--- src/rtl/wdt_ew_pkg.sv ---
package wdt_ew_pkg;
    localparam int OFS_W = 12;

    localparam logic [OFS_W-1:0] A_CTRL  = 12'h000;
    localparam logic [OFS_W-1:0] A_RELOAD = 12'h004;
    localparam logic [OFS_W-1:0] A_STROBE = 12'h008;
    localparam logic [OFS_W-1:0] A_RSTEN = 12'h00C;
    localparam logic [OFS_W-1:0] A_IEN   = 12'h010;
    localparam logic [OFS_W-1:0] A_RAW   = 12'h014;
    localparam logic [OFS_W-1:0] A_MASKD = 12'h018;
    localparam logic [OFS_W-1:0] A_CLR   = 12'h01C;
    localparam logic [OFS_W-1:0] A_UPD   = 12'h020;
    localparam logic [OFS_W-1:0] A_COUNT = 12'h024;
    localparam logic [OFS_W-1:0] A_RQST  = 12'h028;
    localparam logic [OFS_W-1:0] A_WARN  = 12'h02C;

    localparam int CTRL_W   = 3;
    localparam int RUN_BIT  = 2;

    typedef enum logic [1:0] {
        ST_HALT  = 2'd0,
        ST_COUNT = 2'd1,
        ST_TRIP  = 2'd2
    } wd_state_e;
endpackage

--- src/rtl/wdt_ew_regs.sv ---
module wdt_ew_regs
    import wdt_ew_pkg::*;
#(
    parameter int DATA_W = 32,
    parameter int CNT_W  = 32
) (
    input  logic              clk,
    input  logic              rst_n,
    input  logic              psel,
    input  logic              penable,
    input  logic              pwrite,
    input  logic [OFS_W-1:0]  paddr,
    input  logic [DATA_W-1:0] pwdata,
    output logic [DATA_W-1:0] prdata,
    output logic              run,
    output logic              rst_en,
    output logic              ien,
    output logic [CNT_W-1:0]  reload,
    output logic [CNT_W-1:0]  warn,
    output logic              load_stb,
    output logic              clr_stb,
    input  logic [CNT_W-1:0]  cnt,
    input  logic              raw,
    input  logic              irq,
    input  logic              rst_req_n
);
    logic [CTRL_W-1:0] ctrl_q;
    logic              upd_q;
    logic              wr;

    assign wr       = psel && penable && pwrite;
    assign load_stb = wr && (paddr == A_STROBE) && pwdata[0];
    assign clr_stb  = wr && (paddr == A_CLR);
    assign run      = ctrl_q[RUN_BIT] && upd_q;

    always_ff @(posedge clk or negedge rst_n) begin
        if (!rst_n) begin
            ctrl_q <= '0;
            upd_q  <= 1'b0;
            rst_en <= 1'b0;
            ien    <= 1'b0;
            reload <= '0;
            warn   <= '0;
        end else if (wr) begin
            unique case (paddr)
                A_CTRL:   ctrl_q <= pwdata[CTRL_W-1:0];
                A_RELOAD: reload <= pwdata[CNT_W-1:0];
                A_RSTEN:  rst_en <= pwdata[0];
                A_IEN:    ien    <= pwdata[0];
                A_UPD:    upd_q  <= pwdata[0];
                A_WARN:   warn   <= pwdata[CNT_W-1:0];
                default:  ;
            endcase
        end
    end

    always_comb begin
        prdata = '0;
        if (psel && !pwrite) begin
            unique case (paddr)
                A_CTRL:   prdata = DATA_W'(ctrl_q);
                A_RELOAD: prdata = DATA_W'(reload);
                A_RSTEN:  prdata = DATA_W'(rst_en);
                A_IEN:    prdata = DATA_W'(ien);
                A_RAW:    prdata = DATA_W'(raw);
                A_MASKD:  prdata = DATA_W'(irq);
                A_UPD:    prdata = DATA_W'(upd_q);
                A_COUNT:  prdata = DATA_W'(cnt);
                A_RQST:   prdata = DATA_W'(rst_req_n);
                A_WARN:   prdata = DATA_W'(warn);
                default:  prdata = '0;
            endcase
        end
    end
endmodule

--- src/rtl/wdt_ew_core.sv ---
module wdt_ew_core
    import wdt_ew_pkg::*;
#(
    parameter int CNT_W = 32
) (
    input  logic             clk,
    input  logic             rst_n,
    input  logic             tick,
    input  logic             run,
    input  logic             rst_en,
    input  logic             ien,
    input  logic             load_stb,
    input  logic             clr_stb,
    input  logic [CNT_W-1:0] reload,
    input  logic [CNT_W-1:0] warn,
    output logic [CNT_W-1:0] cnt,
    output logic             raw,
    output logic             irq,
    output logic             rst_req_n,
    output wd_state_e        state_o
);
    wd_state_e state_q, state_d;
    logic      step, at_zero, warn_hit;

    assign step     = (state_q == ST_COUNT) && run && tick;
    assign at_zero  = (cnt == '0);
    assign warn_hit = step && (cnt == warn);

    // state register
    always_ff @(posedge clk or negedge rst_n) begin
        if (!rst_n) state_q <= ST_HALT;
        else        state_q <= state_d;
    end

    // transitions: start, stop, fire (rearm stays in COUNT)
    always_comb begin
        state_d = state_q;
        unique case (state_q)
            ST_HALT:  if (run) state_d = ST_COUNT;
            ST_COUNT: begin
                if (step && at_zero && rst_en) state_d = ST_TRIP;
                else if (!run)                 state_d = ST_HALT;
            end
            ST_TRIP:  state_d = ST_TRIP;
            default:  state_d = ST_HALT;
        endcase
    end

    // counter datapath
    always_ff @(posedge clk or negedge rst_n) begin
        if (!rst_n) begin
            cnt <= '0;
        end else if (load_stb) begin
            cnt <= reload;
        end else if (step) begin
            if (!at_zero)     cnt <= cnt - CNT_W'(1);
            else if (!rst_en) cnt <= reload;
        end
    end

    // raw early-warning flag, set beats clear
    always_ff @(posedge clk or negedge rst_n) begin
        if (!rst_n)        raw <= 1'b0;
        else if (warn_hit) raw <= 1'b1;
        else if (clr_stb)  raw <= 1'b0;
    end

    // outputs
    always_comb begin
        irq       = raw && ien;
        rst_req_n = (state_q != ST_TRIP);
        state_o   = state_q;
    end
endmodule

--- src/rtl/wdt_early_warn.sv ---
module wdt_early_warn
    import wdt_ew_pkg::*;
#(
    parameter int DATA_W = 32,
    parameter int CNT_W  = 32
) (
    input  logic              clk,
    input  logic              rst_n,
    input  logic              psel,
    input  logic              penable,
    input  logic              pwrite,
    input  logic [OFS_W-1:0]  paddr,
    input  logic [DATA_W-1:0] pwdata,
    output logic [DATA_W-1:0] prdata,
    input  logic              tick_i,
    output logic              irq_o,
    output logic              rst_req_n_o
);
    logic             cfg_run, cfg_rst_en, cfg_ien, load_stb, clr_stb, raw_irq;
    logic [CNT_W-1:0] cfg_reload, cfg_warn, cnt;
    wd_state_e        core_state;

    wdt_ew_regs #(.DATA_W(DATA_W), .CNT_W(CNT_W)) u_regs (
        .clk(clk), .rst_n(rst_n), .psel(psel), .penable(penable),
        .pwrite(pwrite), .paddr(paddr), .pwdata(pwdata), .prdata(prdata),
        .run(cfg_run), .rst_en(cfg_rst_en), .ien(cfg_ien),
        .reload(cfg_reload), .warn(cfg_warn), .load_stb(load_stb),
        .clr_stb(clr_stb), .cnt(cnt), .raw(raw_irq), .irq(irq_o),
        .rst_req_n(rst_req_n_o)
    );

    wdt_ew_core #(.CNT_W(CNT_W)) u_core (
        .clk(clk), .rst_n(rst_n), .tick(tick_i), .run(cfg_run),
        .rst_en(cfg_rst_en), .ien(cfg_ien), .load_stb(load_stb),
        .clr_stb(clr_stb), .reload(cfg_reload), .warn(cfg_warn),
        .cnt(cnt), .raw(raw_irq), .irq(irq_o), .rst_req_n(rst_req_n_o),
        .state_o(core_state)
    );
endmodule

--- config.mk ---
export PLATFORM = sky130hd
export DESIGN_NAME = wdt_early_warn
export DESIGN_NICKNAME = d
export VERILOG_FILES = /design/src/rtl/wdt_ew_pkg.sv /design/src/rtl/wdt_ew_regs.sv /design/src/rtl/wdt_ew_core.sv /design/src/rtl/wdt_early_warn.sv
export SDC_FILE = /design/constraint.sdc
export NUM_CORES = 1
export LEC_CHECK = 0
export BUFFER_PORTS_ARGS = -buffer_cell sky130_fd_sc_hd__buf_2
export CAP_MARGIN = 10
export CORE_MARGIN = 5
export CORE_UTILIZATION = 30
export DETAILED_ROUTE_END_ITERATION = 16
export HOLD_SLACK_MARGIN = 0.15
export PLACE_DENSITY = 0.52
export SYNTH_ARGS = -nofsm -noshare
export SYNTH_HDL_FRONTEND = slang
export SYNTH_SLANG_ARGS = --single-unit
--- constraint.sdc ---
create_clock -name clk -period 2.3 [get_ports clk]
set_input_delay 0.345 -clock clk [delete_from_list [all_inputs] [get_ports clk]]
set_output_delay 0.345 -clock clk [all_outputs]
set_load 0.01 [all_outputs]
Word level (Yosys, flattened, before mapping)
Cells that the tools add are included.
W data, S select, Z words.

cells by class
  add/subtract/negate cells = 1
  multiply operators = 0
  divide/modulo/power cells = 0
  magnitude comparators = 0
  equality and inequality tests = 18
  shifts and indexed selects = 0
  multiplexer cells = 12
  bitwise logic cells = 0
  reductions and logical operators = 27

operators with widths
  cell                     number
  $pmux W32 S10            1
  $mux W32                 5
  $eq A12 B5 Y1 const B    4
  $eq A12 B6 Y1 const B    4
  $eq A32 B32 Y1           1
  $logic_not A32 Y1        1
  $sub A32 B1 Y32 const B  1
  $eq A12 B4 Y1 const B    2
  $reduce_and A2 Y1        8
  $logic_and A1 B1 Y1      13
  $eq A12 B3 Y1 const B    1
  $logic_not A12 Y1        1
  $mux W2                  3
  $ne A3 B3 Y1 const B     2
  $pmux W2 S3              1
  $reduce_bool A2 Y1       2
  $eq A2 B1 Y1 const B     1
  $eq A2 B2 Y1 const B     1
  $logic_not A2 Y1         1
  $mux W1                  2
  $ne A2 B1 Y1 const B     1
  $ne A2 B2 Y1 const B     1
  $logic_not A1 Y1         1

storage, ports and cells
  flip-flop bits (word level) = 105
  latch bits = 0
  memory bits (writable) = 0
  memory bits (read-only) = 0
  input bits = 50
  output and inout bits = 34
  logic and storage cells = 67
  memories kept = 0

Longest topological paths before layout
  depth after elaboration = 7
  mapped depth = 10
  depth with buffers taken out = 8

Hierarchy
Synthesis repeated with hierarchy kept, for this count alone.

second synthesis, totals
  cell total of the unflattened synthesis = 653
  area, all modules = 6706.4 sq um

by module, submodules not included
  module       instances  cells an instance  area each (sq um)  seq. area each (sq um)
  wdt_ew_regs  1          313                3702.3             1751.7
  wdt_ew_core  1          340                3004.1             875.8

Least setup slack after synthesis
Ideal clock, no wire load.

  kind = reg-to-reg
  from = register u_core.cnt[15]
  to = register u_core.cnt[0]
  library setup time = 128 ps
  data arrival time = 2222 ps
  required time = 2172 ps
  slack = -50 ps
  stages on the path, launching flop included = 11
  path buffers = 4
  period minus slack after synthesis = 2350 ps
  path through = dfrtp_1 -> buf_6 -> or3_1 -> buf_2 -> nor4_4 -> nand2_2 -> a2111o_1 -> buf_2 -> buf_6 -> nand3_1 -> o211ai_2

between the ends
  word-level cells in the longest chain between the ends = 4
  elaborated cells on any way between the ends = 6
  those cells by class = eq/ne: 1; mux: 3; reduce/logical: 2

ends and longest elaborated chain
  what                    RTL line           text
  start, declared         wdt_ew_core.sv:16  output logic [CNT_W-1:0] cnt,
  start signal, assigned  wdt_ew_core.sv:54  cnt <= reload;
  start signal, assigned  wdt_ew_core.sv:56  if (!at_zero) cnt <= cnt - CNT_W'(1);
  start signal, assigned  wdt_ew_core.sv:57  else if (!rst_en) cnt <= reload;
  $logic_not A32 Y1 *     wdt_ew_core.sv:26  assign at_zero = (cnt == '0);
  $mux W32                wdt_ew_core.sv:56
  $mux W32                wdt_ew_core.sv:55  end else if (step) begin
  $mux W32                wdt_ew_core.sv:53  end else if (load_stb) begin

Every way passes the cells marked *; elsewhere a longest branch is shown, timed or not. The select of a mux whose other input is x is not followed.
A chain may end at the register's enable or synchronous reset.

Final worst setup path
  from = register u_core.cnt[1]
  to = register u_core.cnt[2]

between the ends
  word-level cells in the longest chain between the ends = 4
  elaborated cells on any way between the ends = 7
  those cells by class = add/sub: 1; eq/ne: 1; mux: 3; reduce/logical: 2

ends and longest elaborated chain
  what                                                         RTL line
  $sub A32 B1 Y32 / $logic_not A32 Y1 (equally long branches)  wdt_ew_core.sv:56, wdt_ew_core.sv:26
  $mux W32                                                     wdt_ew_core.sv:56
  $mux W32                                                     wdt_ew_core.sv:55
  $mux W32                                                     wdt_ew_core.sv:53

Parallel ways exist; a longest one is shown, timed or not. The select of a mux whose other input is x is not followed.

==> qor.txt <==
outcome - finished clean
die width - 155 um
CTS tree - yes
CP Cell Sequence - inv_1 > ha_1 > nor4b_4 > and4_4 > nor2_1 > a2111o_1 > buf_6 > o21ai_0 > a22oi_2
Hold Startpoint - pwdata[25]
CP Capture Type - register
main combinational cell family by area after synthesis - simple AND/OR/NAND/NOR gates
# diodes - 0
Critical Path Start Type - register
GPL Wtd Cong - 0.905
mux contribution to synthesized area - 16.9%
Synth top area share - 41.9%
port buffer count - 83
PD cells - 442 nW/um^2
Post-Place Setup Slack - 0.0251 ns
Worst EP required - 2.53 ns
GRT Total Usage - 16.8%
Max Cap Violations - 0
post-synth top area cell - dfrtp_1
Final nets - 797
critical path class - reg2reg
Remaining Overflow, GRT - 0
Num CTS Buffers - 9
DP Cell Count - 991
number of synthesized register bits - 105
Avg Cell Area, Syn - 10.2 sq um
Initial Utilization - 30.7%
WP data arrival - 2.49 ns
ANT nets after route - 0
DR vias/cell - 5.49
Worst-Skew Late Latency - 0.36 ns
clock-pin transition on the worst setup and hold timing paths - 0.07 ns
post-synthesis sequential area ratio - 41.9%
DR pass1 iterations - 5
net count after synthesis - 665
Synth Cell Area - 6270 sq um
Clock Skew - 0.00926 ns
top-count cell post-synth - dfrtp_1
Layout area overhead - 28.1%
compound-gate portion of the synthesized area - 14.3%
Die ar. - 23,900 sq um
I/O pins - 84
Cell Count, Final, Fillers Out - 1,020
Final Setup Violations - 0
Via Count - 5,598
Worst-Margin Slew - 0.615 ns
Hold Path Class - in2reg
final-report hold violation count - 0
largest net degree at the start of global routing - 44
top post-synthesis cells by area - dfrtp_1 (42%), mux2_2 (13%), a222oi_1 (4.9%)
initial DRC count - 613
clock root cell - clkbuf_16
Rel. slew slack - 59.0%
final wirelength - 21,100 um
slowest stage delay, CP - 0.47 ns
cells after synthesis - 613
fraction of registers with async set/reset - 100%
fillers - 2,067
DR WL/cell - 20.7 um
number of global-route vias before repair - 5,648
origin of the worst setup path - u_core.cnt[1]$_DFFE_PN0P_
drt drc - 0
CP max-delay cell - a2111o_1
top post-synthesis cells by count - dfrtp_1 (105), mux2_2 (71), nor2_1 (60), a222oi_1 (31), clkbuf_1 (31)
setup slack, reg-to-reg - 0.04 ns
RSZ-0062 raised after global routing - true
initial antenna violation count - 0
layout cells sized above 1 - 40.1%
Final HPWL DP - 14,800 um
min Tclk post-route - 2.26 ns
xor/xnor share of the synthesized area - 4.47%
area share of fa/ha/maj cells after synthesis - 0.399%
Die Span Y - 155 um
EDFF count, synth - 0
fin. max-slew vios - 0
worst-path maximum fanout - 21
Syn. warnings - 0
period utilization - 98.0%
Final WS setup - 0.0449 ns
CORE AREA - 20,400 sq um
Top FF cell, synth - dfrtp_1
H-tree depth - 3
synth unique cells - 57
highest clock rate - 443 MHz
Pleak - 3.82 nW
RR Startpoint - u_core.cnt[1]$_DFFE_PN0P_
VDD IR max - 0.342 mV
total negative setup slack - 0 ns
first-pass GRT wire length - 32,100 um
CTS Buffer Depth - 2
clk sinks - 105
Site Rows - 52
Simple-Gate Fraction of Synth Area - 17.0%
-- where the power goes --
| group | leakage (nW) | switching (mW) | internal, mW |
|---|---|---|---|
| registers | 1.42 | 0.00157 | 1.85 |
| clock network | 0.139 | 0.724 | 0.844 |
| logic | 2.26 | 0.0844 | 0.0511 |
-- per-layer routing --
layer  global-route usage, %  share of wire, %  up-vias
met5                       0                 0        -
met4                    4.12               1.9        0
met3                    3.41               6.9       27
met2                    26.5                46      222
met1                    23.6                45     2791
li1                        -                 -     2558
-- cells by family (layout without fill, tap and decap cells) --
family | after synthesis | in the layout
AOI/OAI and AO/OA | 114 | 114
xor gates and xnor gates | 32 | 32
adders and majority gates | 2 | 2
buffers and inverters | 66 | 203
DFF | 105 | 105
muxes | 94 | 94
and+or+nand+nor | 200 | 200
-- critical path: cells and delay by family, from the launching register on --
kind            cells  cell delay [ns]
compound gates      3             0.66
buf+inv             2             0.28
simple gates        3             0.65
fa+ha+maj           1             0.16
flops               1             0.38
-- cell usage in the layout, fill, tap and decap left out, types with 3 or more instances in the layout --
master / netlist / routed
nor2_1: 60 / 57
a2bb2oi_1: 3 / 3
and2_1: 5 / 4
clkbuf_16: 0 / 13
inv_1: 13 / 13
buf_6: 7 / 9
nor4_2: 0 / 4
dfrtp_1: 105 / 105
buf_4: 1 / 72
nor4b_4: 0 / 3
a22oi_2: 5 / 5
a21oi_1: 21 / 19
o22a_1: 5 / 5
o2bb2ai_1: 10 / 10
xnor2_1: 16 / 16
buf_2: 9 / 82
buf_12: 0 / 6
nor4_1: 17 / 13
mux2_2: 71 / 71
a22oi_1: 3 / 3
mux2_4: 4 / 4
o21ai_1: 4 / 4
nand2_1: 29 / 29
and3_1: 6 / 6
nor2_2: 0 / 3
a222oi_1: 31 / 31
nand4_1: 13 / 13
xor2_1: 16 / 16
mux2i_1: 18 / 17
o21ai_0: 21 / 21
nor3_1: 18 / 15
nand3_1: 23 / 23
nor3_2: 3 / 6
-- path summary, 6_finish.rpt --
path | to | depth (start not counted)
max reg2reg | u_core.cnt[2]$_DFFE_PN0P_ | 9
min in group asynchronous | u_regs.reload[8]$_DFFE_PN0P_ | 2
min | u_regs.reload[25]$_DFFE_PN0P_ | 3
min reg2reg | u_regs.ctrl_q[1]$_DFFE_PN0P_ | 1
max | u_core.cnt[2]$_DFFE_PN0P_ | 9
max in group asynchronous | u_regs.reload[18]$_DFFE_PN0P_ | 3
-- what timing repair did --
| action | CTS | global route |
|---|---|---|
| setup endpoints to repair | 0 | 62 |
| gates resized for setup | 0 | 28 |
| endpoints found under the hold margin | 40 | 0 |
| hold buffers | 1 | 0 |
| buffers inserted | 0 | 7 |
-- stage by stage --
stage	util [%]	power (mW)	hold WS [ns]	instance area, sq um
2_1_floorplan	-	1.91	0.0494	6290
3_3_place_gp	36.4	2.01	0.393	7440
3_5_place_dp	36.4	2.02	0.397	7440
4_1_cts	37.9	3.58	0.218	7740
5_1_grt	39.3	3.67	0.220	8030
6_report	39.3	3.55	0.212	8030
-- registers in the layout, summed over array words and instances, names as in the netlist --
name / cells
u_core.raw: 1
u_regs.ien: 1
u_regs.ctrl_q: 3
u_regs.upd_q: 1
u_regs.warn: 32
u_core.cnt: 32
u_core.state_o: 2
u_regs.rst_en: 1
u_regs.reload: 32
-- cell type report --
cell class              instances  area [sq um]  area share (%)
repair buffers                174          1280            16.0
well taps                     270           338            4.21
multi-input cells             442          3450            42.9
inverters                      13          48.8           0.607
flip-flops and latches        105          2630            32.7
clock buffers                  11           233            2.90
clock inverters                 5          56.3           0.701
No activity file was read; power rests on OpenSTA's default activity.
